===== config.mk =====
export PLATFORM = sky130hd
export DESIGN_NAME = lpm_ctrl
export DESIGN_NICKNAME = d
export VERILOG_FILES = /design/src/rtl/lpm_pkg.sv /design/src/rtl/lpm_settle_cnt.sv /design/src/rtl/lpm_fsm.sv /design/src/rtl/lpm_bus_hold.sv /design/src/rtl/lpm_ctrl.sv
export SDC_FILE = /design/constraint.sdc
export NUM_CORES = 1
export LEC_CHECK = 0
export BUFFER_PORTS_ARGS = -buffer_cell sky130_fd_sc_hd__buf_2
export CAP_MARGIN = 20
export CORE_ASPECT_RATIO = 1.75
export CORE_MARGIN = 8
export CORE_UTILIZATION = 43
export DETAILED_ROUTE_END_ITERATION = 6
export HOLD_SLACK_MARGIN = 0.02
export PLACE_DENSITY_LB_ADDON = 0.08
export SLEW_MARGIN = 40
export SYNTH_ARGS = -nofsm -noshare
export SYNTH_HDL_FRONTEND = slang
export SYNTH_HIERARCHICAL = 1
export SYNTH_SLANG_ARGS = --single-unit

===== constraint.sdc =====
create_clock -name clk -period 1.92 [get_ports clk]
set_clock_uncertainty 0.1 [all_clocks]
set_input_delay 0.192 -clock clk [delete_from_list [all_inputs] [get_ports clk]]
set_output_delay 0.192 -clock clk [all_outputs]
set_load 0.005 [all_outputs]

===== src/rtl/lpm_pkg.sv =====
package lpm_pkg;
  typedef enum logic [1:0] {
    ST_RUN    = 2'd0,
    ST_STOP   = 2'd1,
    ST_WAIT   = 2'd2,
    ST_SETTLE = 2'd3
  } lpm_state_e;
endpackage


===== src/rtl/lpm_settle_cnt.sv =====
module lpm_settle_cnt #(
  parameter int SETTLE_CYC = 1024
) (
  input  logic clk,
  input  logic rst_n,
  input  logic active,
  output logic done
);
  localparam int CW = (SETTLE_CYC > 1) ? $clog2(SETTLE_CYC) : 1;
  localparam logic [CW-1:0] LAST = CW'(SETTLE_CYC - 1);

  logic [CW-1:0] cnt;

  always_ff @(posedge clk or negedge rst_n) begin
    if (!rst_n)           cnt <= '0;
    else if (!active)     cnt <= '0;
    else if (cnt != LAST) cnt <= cnt + 1'b1;
  end

  assign done = active && (cnt == LAST);


  cnt_in_range_chk: assert property (@(posedge clk) disable iff (!rst_n)
    cnt <= LAST);


  cnt_idle_zero_chk: assert property (@(posedge clk) disable iff (!rst_n)
    !active |=> (cnt == '0));
endmodule


===== src/rtl/lpm_fsm.sv =====
module lpm_fsm
  import lpm_pkg::*;
(
  input  logic       clk,
  input  logic       rst_n,
  input  logic       stop_req,
  input  logic       wait_req,
  input  logic       irq_req,
  input  logic       stop_settle_en,
  input  logic       settle_done,
  output lpm_state_e state
);
  lpm_state_e nxt;

  always_comb begin
    nxt = state;
    unique case (state)
      ST_RUN:    if (stop_req) nxt = ST_STOP;
                 else if (wait_req) nxt = ST_WAIT;
      ST_STOP:   if (irq_req) nxt = stop_settle_en ? ST_SETTLE : ST_RUN;
      ST_WAIT:   if (irq_req) nxt = ST_RUN;
      ST_SETTLE: if (settle_done) nxt = ST_RUN;
      default:   nxt = ST_RUN;
    endcase
  end

  always_ff @(posedge clk or negedge rst_n) begin
    if (!rst_n) state <= ST_RUN;
    else        state <= nxt;
  end


  stop_entry_chk: assert property (@(posedge clk) disable iff (!rst_n)
    (state == ST_RUN && stop_req) |=> (state == ST_STOP));


  wait_hold_chk: assert property (@(posedge clk) disable iff (!rst_n)
    (state == ST_WAIT && !irq_req) |=> (state == ST_WAIT));


  wait_exit_chk: assert property (@(posedge clk) disable iff (!rst_n)
    (state == ST_WAIT && irq_req) |=> (state == ST_RUN));
endmodule


===== src/rtl/lpm_bus_hold.sv =====
module lpm_bus_hold #(
  parameter int ADDR_W = 24
) (
  input  logic              clk,
  input  logic              rst_n,
  input  logic              hold,
  input  logic [ADDR_W-1:0] addr_in,
  input  logic              data_oe_in,
  input  logic              rd_n_in,
  input  logic              wr_n_in,
  input  logic              ale_in,
  output logic [ADDR_W-1:0] addr_out,
  output logic              data_oe_out,
  output logic              rd_n_out,
  output logic              wr_n_out,
  output logic              ale_out
);
  logic [ADDR_W-1:0] addr_q;

  always_ff @(posedge clk or negedge rst_n) begin
    if (!rst_n)     addr_q <= '0;
    else if (!hold) addr_q <= addr_in;
  end

  assign addr_out    = hold ? addr_q : addr_in;
  assign data_oe_out = data_oe_in & ~hold;
  assign rd_n_out    = rd_n_in | hold;
  assign wr_n_out    = wr_n_in | hold;
  assign ale_out     = ale_in & ~hold;


  bus_frozen_chk: assert property (@(posedge clk) disable iff (!rst_n)
    hold |-> (rd_n_out && wr_n_out && !data_oe_out && !ale_out));


  addr_stable_chk: assert property (@(posedge clk) disable iff (!rst_n)
    (hold && $past(hold)) |-> $stable(addr_out));
endmodule


===== src/rtl/lpm_ctrl.sv =====
module lpm_ctrl
  import lpm_pkg::*;
#(
  parameter int SETTLE_CYC = 1024,
  parameter int ADDR_W     = 24
) (
  input  logic              clk,
  input  logic              rst_n,
  input  logic              stop_req,
  input  logic              wait_req,
  input  logic              irq_req,
  input  logic              wait_sys_off,
  input  logic              pll_keep,
  input  logic              stop_settle_en,
  input  logic [ADDR_W-1:0] addr_in,
  input  logic              data_oe_in,
  input  logic              rd_n_in,
  input  logic              wr_n_in,
  input  logic              ale_in,
  output logic [ADDR_W-1:0] addr_out,
  output logic              data_oe_out,
  output logic              rd_n_out,
  output logic              wr_n_out,
  output logic              ale_out,
  output logic              osc_en,
  output logic              pll_en,
  output logic              sys_clk_en,
  output logic              cpu_clk_en,
  output logic              periph_clk_en,
  output logic              wdt_clk_en,
  output logic              bus_hold,
  output logic              wake_done,
  output logic [1:0]        mode
);
  lpm_state_e state;
  logic       settle_done;
  logic       cpu_en_q;

  lpm_settle_cnt #(.SETTLE_CYC(SETTLE_CYC)) u_cnt (
    .clk    (clk),
    .rst_n  (rst_n),
    .active (state == ST_SETTLE),
    .done   (settle_done)
  );

  lpm_fsm u_fsm (
    .clk            (clk),
    .rst_n          (rst_n),
    .stop_req       (stop_req),
    .wait_req       (wait_req),
    .irq_req        (irq_req),
    .stop_settle_en (stop_settle_en),
    .settle_done    (settle_done),
    .state          (state)
  );

  always_comb begin
    osc_en        = 1'b1;
    pll_en        = 1'b1;
    sys_clk_en    = 1'b1;
    cpu_clk_en    = 1'b1;
    periph_clk_en = 1'b1;
    wdt_clk_en    = 1'b1;
    unique case (state)
      ST_STOP: begin
        osc_en = 1'b0; pll_en = 1'b0; sys_clk_en = 1'b0;
        cpu_clk_en = 1'b0; periph_clk_en = 1'b0; wdt_clk_en = 1'b0;
      end
      ST_WAIT: begin
        pll_en        = pll_keep;
        sys_clk_en    = ~wait_sys_off;
        periph_clk_en = ~wait_sys_off;
        wdt_clk_en    = ~wait_sys_off;
        cpu_clk_en    = 1'b0;
      end
      ST_SETTLE: cpu_clk_en = 1'b0;
      default: ;
    endcase
  end

  always_ff @(posedge clk or negedge rst_n) begin
    if (!rst_n) cpu_en_q <= 1'b1;
    else        cpu_en_q <= cpu_clk_en;
  end

  assign wake_done = cpu_clk_en & ~cpu_en_q;
  assign bus_hold  = (state != ST_RUN);
  assign mode      = state;

  lpm_bus_hold #(.ADDR_W(ADDR_W)) u_bus (
    .clk         (clk),
    .rst_n       (rst_n),
    .hold        (bus_hold),
    .addr_in     (addr_in),
    .data_oe_in  (data_oe_in),
    .rd_n_in     (rd_n_in),
    .wr_n_in     (wr_n_in),
    .ale_in      (ale_in),
    .addr_out    (addr_out),
    .data_oe_out (data_oe_out),
    .rd_n_out    (rd_n_out),
    .wr_n_out    (wr_n_out),
    .ale_out     (ale_out)
  );


  stop_all_off_chk: assert property (@(posedge clk) disable iff (!rst_n)
    (mode == 2'd1) |-> !(osc_en | pll_en | sys_clk_en | cpu_clk_en | periph_clk_en | wdt_clk_en));


  wake_pulse_chk: assert property (@(posedge clk) disable iff (!rst_n)
    wake_done |=> !wake_done);


  settle_cpu_off_chk: assert property (@(posedge clk) disable iff (!rst_n)
    (mode == 2'd3) |-> (!cpu_clk_en && osc_en && sys_clk_en));


  hold_when_asleep_chk: assert property (@(posedge clk) disable iff (!rst_n)
    !cpu_clk_en |-> bus_hold);
endmodule


==> metrics.json <==
{
  "regToRegEndpoint": "u_fsm/state[1]",
  "nNetsFinal": 256,
  "route.detailed.drc": 0,
  "ys_top_cells_by_area": "sky130_fd_sc_hd__dfrtp_1 51%, sky130_fd_sc_hd__mux2_4 14%, sky130_fd_sc_hd__mux2_2 5.1%",
  "grt-busiest-layer": "met2",
  "finalWorstPathRequiredPeriod_ns": 1.83,
  "cp.buffers_inverters": 1,
  "cp_slowest_cell": "sky130_fd_sc_hd__dfrtp_1",
  "antennaDiodeCount": 0,
  "maxCapViolCount": 0,
  "clkLatencyLatePin_ns": 0.28,
  "report.final.setup_viol": 0,
  "routed_wire_length_per_instance_um": 14.9,
  "worst_hold_path_class": "primary input to register",
  "cts_tree": "yes",
  "slew_headroom_pct": 64.7,
  "first_global_vias": 1380,
  "core_box_area_um2": 3900,
  "n_fill_cell": 345,
  "seqCellArea_um2": 927,
  "met2_usage_pct": 21.2,
  "power.leakage_nw": 1.15,
  "die_w_um": 64.2,
  "synth-edff-count": 0,
  "hold_depth": 2,
  "critPathArrivalTime_ns": 1.54,
  "netlist-cell-type-count": 44,
  "htree_levels": 2,
  "postSynthCellCount": 134,
  "synthToLayoutAreaGrowth_pct": 30.6,
  "floorplan.die.height_um": 100,
  "clock-sinks": 37,
  "reg2regPathDepth": 6,
  "first_pass_grt_wire_length_um": 6470,
  "clk_pin_slew_ns": 0.07,
  "clock_path_buffers": 2,
  "ctsRootBufferMaster": "sky130_fd_sc_hd__clkbuf_8",
  "port_buffer_cells": 73,
  "global_route.usage.met3_pct": 4.69,
  "drt_pre_antenna_iters": 4,
  "violation_count_after_the_first_detailed_route_iteration": 39,
  "fmax_ghz": 0.545,
  "cts_buffers": 5,
  "ports": 74,
  "layout_worst_path_cycle_share_pct": 95.6,
  "final_layout_size_suffix_gt1_share_pct": 55.5,
  "multi_input_comb_area_um2": 757,
  "totalPowerFinal_mw": 3.44,
  "die-area_um2": 6450,
  "hold_path.startpoint": "addr_in[11]",
  "required_ns": 1.63,
  "hold_violations": 0,
  "antenna_violating_nets_post_route": 0,
  "synth_top_area_cell": "sky130_fd_sc_hd__dfrtp_1",
  "grtUsageMet1_pct": 13.1,
  "timing.critical_path.to_type": "primary output",
  "slew_viol_final": 0,
  "grt.total_usage_pct": 12.4,
  "power.density_nw_per_um2": 1500,
  "worst_case_hold_path_end_point": "u_bus/addr_q[11]",
  "timing.reg2reg.setup_slack_ns": 0.10,
  "cp_cell_sequence": "or2_4 > mux2_4 > buf_2",
  "grt_overflow_total": 0,
  "worst_pin_slew_ns": 0.525,
  "run_status": "finished, final reports clean",
  "synth_seq_area_share_pct": 52.9,
  "crit_path_leading_delay_family": "flip-flops",
  "critical_path.reg2reg.startpoint": "u_cnt/cnt[0]",
  "floorplan.initialDensity_pct": 44.9,
  "finalSetupTns_ns": 0,
  "ir_worst_vdd_mv": 1.37,
  "postSynthRegisterBits": 37,
  "antenna_found_initial": 0,
  "postSynth.topFlopCell": "sky130_fd_sc_hd__dfrtp_1",
  "place.detailed.hpwl_um": 3100,
  "yosysWarnings": 6,
  "detailedPlace.worstSlack_ns": 0.0911,
  "delay_contributed_by_the_slowest_stage_of_the_critical_path_ns": 0.40,
  "yosys.area.top_type_share_pct": 51.4,
  "final_critical_path_setup_slack_ns": 0.0852,
  "syn_avg_cell_area_um2": 13.1,
  "postLayoutCoreUtil_pct": 58.6,
  "critical_path.startpoint_type": "register",
  "vias": 1340,
  "async_reset_ff_share_pct": 100,
  "vias_per_cell": 5.00,
  "globalplace.congestion": 0.820,
  "grt_max_degree": 38,
  "timing_worst_setup_path_type": "register to primary output",
  "rows": 30,
  "path_max_fanout": 16,
  "postSynthNetCount": 171,
  "mappedNetlistArea_um2": 1750,
  "postRouteWirelength_um": 4000
}
## worst max path at each step
stage,startpoint,endpoint,depth (start not counted)
2_1_floorplan,u_cnt/cnt[0],u_fsm/state[1],6
3_3_place_gp,u_cnt/cnt[0],u_fsm/state[1],6
3_5_place_dp,u_cnt/cnt[0],u_fsm/state[1],6
4_1_cts,u_fsm/state[0],addr_out[23],3
5_1_grt,u_fsm/state[0],addr_out[3],3
6_report,u_fsm/state[1],addr_out[8],3
## kinds of logic (layout without fill, tap and decap cells)
logic type               after synthesis  count (layout)  synth area share [%]
multiplexers                          28              28                  21.1
XOR/XNOR                               1               1                 0.500
AO/OA/AOI/OAI                         18              18                  7.36
adder cells (fa/ha/maj)                1               1                 0.714
buffers and inverters                 10              95                  4.36
flip-flops                            37              37                  52.9
AND/OR/NAND/NOR                       39              40                  13.0
## cell usage after synthesis (all sizes together) (2+ instances only)
cell	number
nand4	2
nor2	3
nand3	4
a31oi	3
nor3	5
nor2b	3
dfrtp	36
or2	3
mux2	24
inv	4
a21oi	3
nand2b	2
buf	5
nand2	9
mux2i	4
a21boi	2
## final cells by class
| type | instances | share of cell area (%) |
|---|---|---|
| Tap cell | 48 | 2.63 |
| Clock buffer | 6 | 3.17 |
| Multi-Input combinational cell | 88 | 33.1 |
| Timing Repair Buffer | 83 | 19.5 |
| Clock inverter | 2 | 0.438 |
| Sequential cell | 37 | 40.5 |
| Inverter | 4 | 0.656 |
## per-layer routing
metal	wire length [um]	part of all wire [%]
met5	0	0
met4	58	1.4
met3	294	7.3
met2	2090	52
met1	1560	39
## power breakdown
group	total, mW	leakage (nW)	internal (mW)	switching, mW
sequential	1.19	0.453	1.09	0.0968
clock	0.497	0.0450	0.251	0.246
combinational	1.75	0.654	0.982	0.767
## sequential cells by signal (all words and copies together), names as in the netlist
name          cells
cpu_en_q          1
u_bus/addr_q     24
u_cnt/cnt        10
u_fsm/state       2
## layout by cell type (no fill, tap or decap), types with 2 or more instances in the layout
master                     Yosys  layout
sky130_fd_sc_hd__a21boi_1      2       2
sky130_fd_sc_hd__a31oi_1       3       3
sky130_fd_sc_hd__clkbuf_8      0       5
sky130_fd_sc_hd__or2_2         2       2
sky130_fd_sc_hd__nor2_1        2       2
sky130_fd_sc_hd__nand2_1       9       9
sky130_fd_sc_hd__or2_4         1       2
sky130_fd_sc_hd__clkinv_2      0       2
sky130_fd_sc_hd__a21oi_1       3       3
sky130_fd_sc_hd__inv_1         4       4
sky130_fd_sc_hd__nor2b_1       3       3
sky130_fd_sc_hd__nand3_1       4       4
sky130_fd_sc_hd__buf_2         0      72
sky130_fd_sc_hd__mux2_2        8       8
sky130_fd_sc_hd__dfrtp_1      36      36
sky130_fd_sc_hd__nand2b_1      2       2
sky130_fd_sc_hd__nor3_1        5       5
sky130_fd_sc_hd__buf_4         2      10
sky130_fd_sc_hd__mux2i_1       4       4
sky130_fd_sc_hd__mux2_4       16      16
## metrics by stage
step,area (um2),cells,hold WS (ns)
after floorplan,1750,134,-0.204
after global routing,2290,268,0.0403
after detailed placement,2180,258,0.225
after CTS,2280,267,0.0393
final,2290,268,0.0516
after global placement,2180,258,0.219
## repair_timing
action                                 4_1_cts  5_1_grt
cloned                                       0        1
endpoints found under the hold margin       36        0
buffers inserted                             0        0
setup endpoints to repair                    5       25
hold buffers                                 1        0
resized for setup                            0        1
Note: power is estimated with default switching activity, not from simulation.
